**src/rtl/srb_pkg.sv**
```systemverilog
// Shared definitions for the shared-memory byte ring port.
// Assumes the ring header sits directly below the data base address.
package srb_pkg;

    // Header byte distances below the data base address
    localparam int OFS_MASK = 3;
    localparam int OFS_WI   = 2;
    localparam int OFS_RI   = 1;

    // Slots of the two local index registers
    localparam int IX_WR  = 0;
    localparam int IX_RD  = 1;
    localparam int N_IDX  = 2;

    typedef enum logic [3:0] {
        S_IDLE,
        S_INI_MASK,
        S_INI_WI,
        S_INI_RI,
        S_ST_WI,
        S_ST_RI,
        S_POP_CHK,
        S_POP_DAT,
        S_POP_WB,
        S_PSH_CHK,
        S_PSH_DAT,
        S_PSH_WB,
        S_RESP
    } srb_state_e;

    typedef enum logic [2:0] {
        OP_NONE,
        OP_INIT,
        OP_STAT,
        OP_POP,
        OP_PUSH
    } srb_op_e;

endpackage

```
**src/rtl/srb_mem_seq.sv**
```systemverilog
// Memory master for single transactions.
// Latches one transaction on a go pulse and holds it on the bus until acknowledged.
// Assumes go is only raised while no transaction is open.
module srb_mem_seq #(
    parameter int ADDR_W = 20,
    parameter int DATA_W = 8
) (
    input  logic              clk,
    input  logic              rst_n,
    input  logic              go,
    input  logic              go_we,
    input  logic [ADDR_W-1:0] go_addr,
    input  logic [DATA_W-1:0] go_wdata,
    output logic              done,
    output logic              mem_req,
    output logic              mem_we,
    output logic [ADDR_W-1:0] mem_addr,
    output logic [DATA_W-1:0] mem_wdata,
    input  logic              mem_ack
);

    logic              req_q;
    logic              we_q;
    logic [ADDR_W-1:0] addr_q;
    logic [DATA_W-1:0] wdata_q;

    // Open a transaction on go, close it on acknowledge
    always_ff @(posedge clk) begin
        if (!rst_n) begin
            req_q   <= 1'b0;
            we_q    <= 1'b0;
            addr_q  <= '0;
            wdata_q <= '0;
        end else if (req_q) begin
            if (mem_ack) req_q <= 1'b0;
        end else if (go) begin
            req_q   <= 1'b1;
            we_q    <= go_we;
            addr_q  <= go_addr;
            wdata_q <= go_wdata;
        end
    end

    assign done      = req_q && mem_ack;
    assign mem_req   = req_q;
    assign mem_we    = we_q;
    assign mem_addr  = addr_q;
    assign mem_wdata = wdata_q;

endmodule

```
**src/rtl/srb_idx_reg.sv**
```systemverilog
// One local ring index: loaded from memory or stepped by one, wrapped by the mask.
// Assumes the mask has the form 2^k-1.
module srb_idx_reg #(
    parameter int W = 8
) (
    input  logic         clk,
    input  logic         rst_n,
    input  logic         ld,
    input  logic [W-1:0] ld_val,
    input  logic         adv,
    input  logic [W-1:0] mask,
    output logic [W-1:0] q,
    output logic [W-1:0] nxt
);

    assign nxt = (q + W'(1)) & mask;

    // Hold, load or advance the index
    always_ff @(posedge clk) begin
        if (!rst_n)   q <= '0;
        else if (ld)  q <= ld_val;
        else if (adv) q <= nxt;
    end

endmodule

```
**src/rtl/srb_ring_regs.sv**
```systemverilog
// Local copies of the ring header: the size mask and both indices.
// Assumes load and advance strobes of one slot never coincide.
module srb_ring_regs
    import srb_pkg::*;
#(
    parameter int DATA_W = 8
) (
    input  logic                          clk,
    input  logic                          rst_n,
    input  logic                          ld_mask,
    input  logic [N_IDX-1:0]              ld_idx,
    input  logic [N_IDX-1:0]              adv_idx,
    input  logic [DATA_W-1:0]             ld_val,
    output logic [N_IDX-1:0][DATA_W-1:0]  idx_q,
    output logic [N_IDX-1:0][DATA_W-1:0]  idx_nxt
);

    logic [DATA_W-1:0] mask_q;

    // Hold the size mask read at init
    always_ff @(posedge clk) begin
        if (!rst_n)       mask_q <= '0;
        else if (ld_mask) mask_q <= ld_val;
    end

    for (genvar i = 0; i < N_IDX; i++) begin : g_idx
        srb_idx_reg #(.W(DATA_W)) u_idx (
            .clk    (clk),
            .rst_n  (rst_n),
            .ld     (ld_idx[i]),
            .ld_val (ld_val),
            .adv    (adv_idx[i]),
            .mask   (mask_q),
            .q      (idx_q[i]),
            .nxt    (idx_nxt[i])
        );
    end

endmodule

```
**src/rtl/srb_ctrl.sv**
```systemverilog
// Sequencer of the ring port: arbitrates requests, walks the memory
// steps of init, status, pop and push, and produces the answers.
// Assumes requesters hold valid and their inputs steady until ready.
module srb_ctrl
    import srb_pkg::*;
#(
    parameter int ADDR_W = 20,
    parameter int DATA_W = 8
) (
    input  logic                          clk,
    input  logic                          rst_n,
    input  logic [ADDR_W-1:0]             cfg_base,
    input  logic                          init_valid,
    output logic                          init_ready,
    input  logic                          st_valid,
    output logic                          st_ready,
    output logic                          st_empty,
    output logic                          st_full,
    input  logic                          rd_valid,
    input  logic                          rd_block,
    output logic                          rd_ready,
    output logic                          rd_hit,
    output logic [DATA_W-1:0]             rd_data,
    input  logic                          wr_valid,
    input  logic                          wr_block,
    input  logic [DATA_W-1:0]             wr_data,
    output logic                          wr_ready,
    output logic                          wr_taken,
    output logic                          go,
    output logic                          go_we,
    output logic [ADDR_W-1:0]             go_addr,
    output logic [DATA_W-1:0]             go_wdata,
    input  logic                          done,
    input  logic [DATA_W-1:0]             rdata,
    output logic                          ld_mask,
    output logic [N_IDX-1:0]              ld_idx,
    output logic [N_IDX-1:0]              adv_idx,
    input  logic [N_IDX-1:0][DATA_W-1:0]  idx_q,
    input  logic [N_IDX-1:0][DATA_W-1:0]  idx_nxt
);

    srb_state_e        state_q;
    srb_op_e           op_q;
    logic              issued_q;
    logic              blk_q;
    logic              en_q;
    logic [ADDR_W-1:0] base_q;
    logic [DATA_W-1:0] wdat_q;
    logic [DATA_W-1:0] res_data_q;
    logic              res_hit_q;
    logic              empty_q;
    logic              full_q;

    logic              mem_state;
    logic              fresh_eq_rd;
    logic              fresh_eq_wr_nxt;
    logic [ADDR_W-1:0] a_mask, a_wi, a_ri, a_rdat, a_wdat;

    assign a_mask = base_q - ADDR_W'(OFS_MASK);
    assign a_wi   = base_q - ADDR_W'(OFS_WI);
    assign a_ri   = base_q - ADDR_W'(OFS_RI);
    assign a_rdat = base_q + ADDR_W'(idx_q[IX_RD]);
    assign a_wdat = base_q + ADDR_W'(idx_q[IX_WR]);

    // Compare a fresh remote index with the local ones
    assign fresh_eq_rd     = (rdata == idx_q[IX_RD]);
    assign fresh_eq_wr_nxt = (rdata == idx_nxt[IX_WR]);

    assign mem_state = (state_q != S_IDLE) && (state_q != S_RESP);
    assign go        = mem_state && !issued_q;

    // Select address, direction and data of the current memory step
    always_comb begin
        go_we    = 1'b0;
        go_addr  = a_ri;
        go_wdata = '0;
        case (state_q)
            S_INI_MASK:                  go_addr = a_mask;
            S_INI_WI, S_ST_WI, S_POP_CHK: go_addr = a_wi;
            S_INI_RI, S_ST_RI, S_PSH_CHK: go_addr = a_ri;
            S_POP_DAT:                   go_addr = a_rdat;
            S_POP_WB: begin
                go_addr  = a_ri;
                go_we    = 1'b1;
                go_wdata = idx_nxt[IX_RD];
            end
            S_PSH_DAT: begin
                go_addr  = a_wdat;
                go_we    = 1'b1;
                go_wdata = wdat_q;
            end
            S_PSH_WB: begin
                go_addr  = a_wi;
                go_we    = 1'b1;
                go_wdata = idx_nxt[IX_WR];
            end
            default: ;
        endcase
    end

    // Strobe header loads and index steps on completed memory steps
    always_comb begin
        ld_mask          = done && (state_q == S_INI_MASK);
        ld_idx           = '0;
        adv_idx          = '0;
        ld_idx[IX_WR]    = done && (state_q == S_INI_WI);
        ld_idx[IX_RD]    = done && (state_q == S_INI_RI);
        adv_idx[IX_RD]   = done && (state_q == S_POP_WB);
        adv_idx[IX_WR]   = done && (state_q == S_PSH_WB);
    end

    // Main sequencer: arbitration, step order and answer registers
    always_ff @(posedge clk) begin
        if (!rst_n) begin
            state_q    <= S_IDLE;
            op_q       <= OP_NONE;
            issued_q   <= 1'b0;
            blk_q      <= 1'b0;
            en_q       <= 1'b0;
            base_q     <= '0;
            wdat_q     <= '0;
            res_data_q <= '0;
            res_hit_q  <= 1'b0;
            empty_q    <= 1'b1;
            full_q     <= 1'b0;
        end else begin
            if (go)   issued_q <= 1'b1;
            if (done) issued_q <= 1'b0;
            case (state_q)
                S_IDLE: begin
                    res_hit_q <= 1'b0;
                    if (init_valid) begin
                        op_q   <= OP_INIT;
                        base_q <= cfg_base;
                        en_q   <= (cfg_base != '0);
                        state_q <= (cfg_base != '0) ? S_INI_MASK : S_RESP;
                    end else if (st_valid) begin
                        op_q <= OP_STAT;
                        if (en_q) state_q <= S_ST_WI;
                        else begin
                            empty_q <= 1'b1;
                            full_q  <= 1'b0;
                            state_q <= S_RESP;
                        end
                    end else if (rd_valid) begin
                        op_q    <= OP_POP;
                        blk_q   <= rd_block;
                        state_q <= en_q ? S_POP_CHK : S_RESP;
                    end else if (wr_valid) begin
                        op_q    <= OP_PUSH;
                        blk_q   <= wr_block;
                        wdat_q  <= wr_data;
                        state_q <= en_q ? S_PSH_CHK : S_RESP;
                    end
                end
                S_INI_MASK: if (done) state_q <= S_INI_WI;
                S_INI_WI:   if (done) state_q <= S_INI_RI;
                S_INI_RI:   if (done) state_q <= S_RESP;
                S_ST_WI: if (done) begin
                    empty_q <= fresh_eq_rd;
                    state_q <= S_ST_RI;
                end
                S_ST_RI: if (done) begin
                    full_q  <= fresh_eq_wr_nxt;
                    state_q <= S_RESP;
                end
                S_POP_CHK: if (done) begin
                    if (!fresh_eq_rd) state_q <= S_POP_DAT;
                    else if (!blk_q)  state_q <= S_RESP;
                end
                S_POP_DAT: if (done) begin
                    res_data_q <= rdata;
                    state_q    <= S_POP_WB;
                end
                S_POP_WB: if (done) begin
                    res_hit_q <= 1'b1;
                    state_q   <= S_RESP;
                end
                S_PSH_CHK: if (done) begin
                    if (!fresh_eq_wr_nxt) state_q <= S_PSH_DAT;
                    else if (!blk_q)      state_q <= S_RESP;
                end
                S_PSH_DAT: if (done) state_q <= S_PSH_WB;
                S_PSH_WB: if (done) begin
                    res_hit_q <= 1'b1;
                    state_q   <= S_RESP;
                end
                S_RESP: begin
                    op_q    <= OP_NONE;
                    state_q <= S_IDLE;
                end
                default: state_q <= S_IDLE;
            endcase
        end
    end

    assign init_ready = (state_q == S_RESP) && (op_q == OP_INIT);
    assign st_ready   = (state_q == S_RESP) && (op_q == OP_STAT);
    assign rd_ready   = (state_q == S_RESP) && (op_q == OP_POP);
    assign wr_ready   = (state_q == S_RESP) && (op_q == OP_PUSH);
    assign st_empty   = empty_q;
    assign st_full    = full_q;
    assign rd_hit     = res_hit_q;
    assign rd_data    = res_data_q;
    assign wr_taken   = res_hit_q;

endmodule

```
**src/rtl/srb_port.sv**
```systemverilog
// Top of the shared-memory byte ring port: sequencer, header registers
// and single-transaction memory master.
// Assumes ADDR_W is at least DATA_W and the remote mask has the form 2^k-1.
module srb_port
    import srb_pkg::*;
#(
    parameter int ADDR_W = 20,
    parameter int DATA_W = 8
) (
    input  logic              clk,
    input  logic              rst_n,
    input  logic [ADDR_W-1:0] cfg_base,
    input  logic              init_valid,
    output logic              init_ready,
    input  logic              st_valid,
    output logic              st_ready,
    output logic              st_empty,
    output logic              st_full,
    input  logic              rd_valid,
    input  logic              rd_block,
    output logic              rd_ready,
    output logic              rd_hit,
    output logic [DATA_W-1:0] rd_data,
    input  logic              wr_valid,
    input  logic              wr_block,
    input  logic [DATA_W-1:0] wr_data,
    output logic              wr_ready,
    output logic              wr_taken,
    output logic              mem_req,
    output logic              mem_we,
    output logic [ADDR_W-1:0] mem_addr,
    output logic [DATA_W-1:0] mem_wdata,
    input  logic              mem_ack,
    input  logic [DATA_W-1:0] mem_rdata
);

    logic                          go, go_we, done, ld_mask;
    logic [ADDR_W-1:0]             go_addr;
    logic [DATA_W-1:0]             go_wdata;
    logic [N_IDX-1:0]              ld_idx, adv_idx;
    logic [N_IDX-1:0][DATA_W-1:0]  idx_q, idx_nxt;

    srb_ctrl #(.ADDR_W(ADDR_W), .DATA_W(DATA_W)) u_ctrl (
        .clk        (clk),
        .rst_n      (rst_n),
        .cfg_base   (cfg_base),
        .init_valid (init_valid),
        .init_ready (init_ready),
        .st_valid   (st_valid),
        .st_ready   (st_ready),
        .st_empty   (st_empty),
        .st_full    (st_full),
        .rd_valid   (rd_valid),
        .rd_block   (rd_block),
        .rd_ready   (rd_ready),
        .rd_hit     (rd_hit),
        .rd_data    (rd_data),
        .wr_valid   (wr_valid),
        .wr_block   (wr_block),
        .wr_data    (wr_data),
        .wr_ready   (wr_ready),
        .wr_taken   (wr_taken),
        .go         (go),
        .go_we      (go_we),
        .go_addr    (go_addr),
        .go_wdata   (go_wdata),
        .done       (done),
        .rdata      (mem_rdata),
        .ld_mask    (ld_mask),
        .ld_idx     (ld_idx),
        .adv_idx    (adv_idx),
        .idx_q      (idx_q),
        .idx_nxt    (idx_nxt)
    );

    srb_ring_regs #(.DATA_W(DATA_W)) u_regs (
        .clk     (clk),
        .rst_n   (rst_n),
        .ld_mask (ld_mask),
        .ld_idx  (ld_idx),
        .adv_idx (adv_idx),
        .ld_val  (mem_rdata),
        .idx_q   (idx_q),
        .idx_nxt (idx_nxt)
    );

    srb_mem_seq #(.ADDR_W(ADDR_W), .DATA_W(DATA_W)) u_mem (
        .clk       (clk),
        .rst_n     (rst_n),
        .go        (go),
        .go_we     (go_we),
        .go_addr   (go_addr),
        .go_wdata  (go_wdata),
        .done      (done),
        .mem_req   (mem_req),
        .mem_we    (mem_we),
        .mem_addr  (mem_addr),
        .mem_wdata (mem_wdata),
        .mem_ack   (mem_ack)
    );

endmodule

```
**config.mk**
```make
export PLATFORM = sky130hd
export DESIGN_NAME = srb_port
export DESIGN_NICKNAME = d
export VERILOG_FILES = /design/src/rtl/srb_pkg.sv /design/src/rtl/srb_mem_seq.sv /design/src/rtl/srb_idx_reg.sv /design/src/rtl/srb_ring_regs.sv /design/src/rtl/srb_ctrl.sv /design/src/rtl/srb_port.sv
export SDC_FILE = /design/constraint.sdc
export NUM_CORES = 1
export LEC_CHECK = 0
export CAP_MARGIN = 20
export CORE_MARGIN = 8
export CORE_UTILIZATION = 45
export DETAILED_ROUTE_END_ITERATION = 6
export DONT_BUFFER_PORTS = 1
export GPL_TIMING_DRIVEN = 1
export PLACE_DENSITY = 0.7
export SLEW_MARGIN = 10
export SYNTH_ARGS = -nofsm -noshare
export SYNTH_HDL_FRONTEND = slang
export SYNTH_HIERARCHICAL = 1
export SYNTH_SLANG_ARGS = --single-unit
export TNS_END_PERCENT = 30
```
**constraint.sdc**
```tcl
create_clock -name clk -period 4.8 [get_ports clk]
set_clock_uncertainty 0.1 [all_clocks]
set_input_delay 0.96 -clock clk [delete_from_list [all_inputs] [get_ports clk]]
set_output_delay 0.96 -clock clk [all_outputs]
set_load 0.005 [all_outputs]
```
==> flow_metrics.py <==
metrics = {
    "synthesis": {
        "synth.distinct_cells": 75,
        "ys_warn_count": 6,
        "netlist_area_mm2": 0.00701,
        "synth_area_per_cell_um2": 7.91,
        "synthFlopType": "dfxtp_1",
        "synth_top_area_share_pct": 29.4,
        "syn_inst": 886,
        "ys_ff_latch": 103,
        "yosysTopAreaCell": "dfxtp_1",
        "yosys-top-cells-area": "dfxtp_1 (29%), nand2_1 (9.6%), mux2i_1 (7.3%)",
        "yosysSeqAreaShare_pct": 29.4,
        "synth_nets": 954,
        "synth-edff-count": 0,
        "synthArstFlopShare_pct": 0,
    },
    "floorplan": {
        "fp-row-count": 45,
        "die_h_um": 141,
        "die_w_um": 141,
        "initial_core_util_pct": 46.1,
        "core_mm2": 0.0152,
        "io_pins": 91,
        "dieArea_mm2": 0.0198,
    },
    "clocking": {
        "clkSinkCount": 103,
        "clkTransAtPathRegs_ps": 70,
        "root_buffer": "clkbuf_16",
        "worstSkewPairLatency_ps": 360,
        "holdBufCountCts": 0,
        "cts_tree": "built",
        "cts_resized": 0,
        "post_cts_buffers": 0,
        "cts_htree_levels": 3,
        "cts_made_buffers": 9,
        "clock_path_buffers": 2,
    },
    "worst_setup_path": {
        "cp-startpoint": "u_ctrl/state_q[0]",
        "worstSetupPathType": "reg -> reg",
        "worstSetupStartpointType": "flop",
        "cp.required_ps": 4990,
        "reg2reg_from": "u_ctrl/state_q[0]",
        "arrival_ps": 4290,
        "endpoint_kind": "flop",
        "path_max_fanout": 17,
    },
    "sta": {
        "max-slew-margin-rel_pct": 33.6,
        "slew_viol_final": 0,
        "period_share_pct": 85.3,
        "rsz0062_at_grt": "false",
        "fmax_ghz": 0.244,
        "finalSetupTns_ps": 0,
        "min_period_ps": 4090,
        "setup_viol": 0,
        "hold_violations": 0,
        "worst_slew_pin_slew_ps": 992,
    },
    "detailed_routing": {
        "via_per_inst": 5.84,
        "wl_met3_um": 1510,
        "drc": 7,
        "drt_wl_total_um": 18900,
        "wl_met1_um": 8240,
        "met2WireLength_um": 8810,
        "firstDrtPassIters": 7,
        "drt_iter0_markers": 603,
        "num_vias": 6104,
        "route.detailed.wl_per_inst_um": 18.1,
        "top_layer_used": "met4",
        "ant_nets": 0,
    },
    "finish": {
        "final.fill_count": 1514,
        "final_util_pct": 48.3,
        "drive_gt1_share_pct": 7.11,
        "num_antenna_cells": 0,
        "layout.nets": 921,
        "fin_cells": 1046,
        "area_growth_pct": 4.82,
        "layout_common_cells": "nand2_1 (179), dfxtp_1 (103), mux2i_1 (51), o21ai_0 (46), nor2_1 (44)",
        "mostFrequentLayoutCell": "nand2_1",
    },
    "power": {
        "vdd_drop_max_v": 0.000224,
        "p_int_mw": 2.33,
        "p_sw_mw": 1.75,
        "clockPowerShare_pct": 18.6,
        "pwr-share-seq_pct": 28.6,
        "comb_power_share_pct": 52.7,
        "fin_total_pwr_mw": 4.08,
        "p_leak_nw": 2.84,
        "powerDensity_mw_per_mm2": 556,
        "switching_share_pct": 43.0,
    },
    "min_path": {
        "worstHoldStart": "u_mem/mem_addr[15]",
        "hold_path_class": "reg -> reg",
    },
    "global_route": {
        "grtUsageTotal_pct": 18.7,
        "grt_pass1_wl_um": 29900,
        "antenna_found_initial": 0,
        "grt_pass1_vias": 5617,
        "grt_max_degree": 132,
        "overflow": 0,
    },
    "placement": {
        "dp_hpwl_um": 14000,
        "dp_cells": 1029,
        "io_buffers": 0,
        "gp_congestion": 0.919,
    },
    "status": {
        "outcome": "finished, violations left",
        "violations": "design-rule violations",
    },
    "flow_run": {
        "maxCapViolations": 0,
    },
}
-- cells in the mapped netlist (all sizes together) (5+ instances only) --
library cell,count
nand2,180
dfxtp,103
o221a,5
nor2b,28
or3,9
nor2,45
and2,19
nand2b,11
xnor2,31
a31oi,6
a21boi,39
o211ai,5
mux2i,51
nor4,12
buf,25
inv,30
a22oi,7
and3,7
ha,22
a222oi,8
nor3,14
xor2,28
a21oi,31
a21o,5
or2,6
nand4,6
clkbuf,24
o21ai,50
nand3,28
o21bai,6
-- worst max-delay path, stage by stage, from the launching register on --
cell and delay [ps]:
dfxtp_1 690, nand2_1 210, nor2_2 140, buf_4 220, or2_2 260, inv_1 260, ha_1 440, a21oi_2 190
o21ai_0 110, o311ai_0 330, o2111ai_1 190, a2111oi_1 460, a211oi_2 70, xnor2_1 140, nand2_1 60, mux2i_1 130
-- kinds of logic (layout without fill, tap and decap cells) --
logic type      Yosys count  in the layout  share of synthesized area, %
simple gates            375            375                          26.4
mux                      53             53                          7.61
fa+ha+maj                23             23                          4.21
flops                   103            103                          29.4
compound gates          194            194                          19.8
buf+inv                  79             51                          5.20
xor+xnor                 59             59                          7.38
-- per-layer routing --
| metal | vias up | track usage [%] |
|---|---|---|
| li1 | 3024 | - |
| met1 | 2855 | 22.4 |
| met2 | 200 | 31.0 |
| met3 | 25 | 6.41 |
| met4 | 0 | 5.20 |
| met5 | - | 0 |
-- power by group through the flow --
stage / Sequential, mW / Combinational [mW] / Clock [mW]
final: 1.17 / 2.15 / 0.760
after global routing: 1.19 / 2.39 / 0.814
after CTS: 1.17 / 2.13 / 0.783
after detailed placement: 1.19 / 2.11 / 0
after global placement: 1.19 / 2.10 / 0
after floorplan: 1.10 / 1.84 / 0
-- flip-flops by register name (all words and copies together), names as in the netlist, 3 cells and up --
name and flops:
u_regs/g_idx.u_idx/q 16, u_ctrl/base_q 20, u_ctrl/rd_data 8, u_ctrl/wdat_q 8
u_mem/mem_wdata 8, u_regs/mask_q 8, u_ctrl/state_q 4, u_ctrl/op_q 3
u_mem/mem_addr 20
-- path summary, 6_finish.rpt --
kind	to	depth (start not counted)	slack, ps
worst max-delay path	u_mem/mem_addr[19]	15	710
worst min-delay path	u_mem/mem_addr[15]	2	380
worst max register to register	u_mem/mem_addr[19]	15	710
worst min register to register	u_mem/mem_addr[15]	2	380
-- layout make-up --
cell class                 count  area, um^2  share of cell area [%]
multi-input combinational    704        4580                    62.4
timing repair buffer           5        50.0                   0.682
clock inverter                 7        78.8                    1.07
tap                          188         235                    3.20
clock buffer                   9         225                    3.07
inverter                      30         113                    1.53
sequential                   103        2060                    28.1
-- stage by stage --
| step | area, um^2 | setup slack [ps] | hold slack (ps) |
|---|---|---|---|
| 2_1_floorplan | 7010 | 1410 | 351 |
| 3_3_place_gp | 7020 | 896 | 369 |
| 3_5_place_dp | 7020 | 803 | 377 |
| 4_1_cts | 7320 | 765 | 387 |
| 5_1_grt | 7340 | 308 | 402 |
| 6_report | 7340 | 707 | 380 |
No activity file was read; power rests on OpenSTA's default activity.
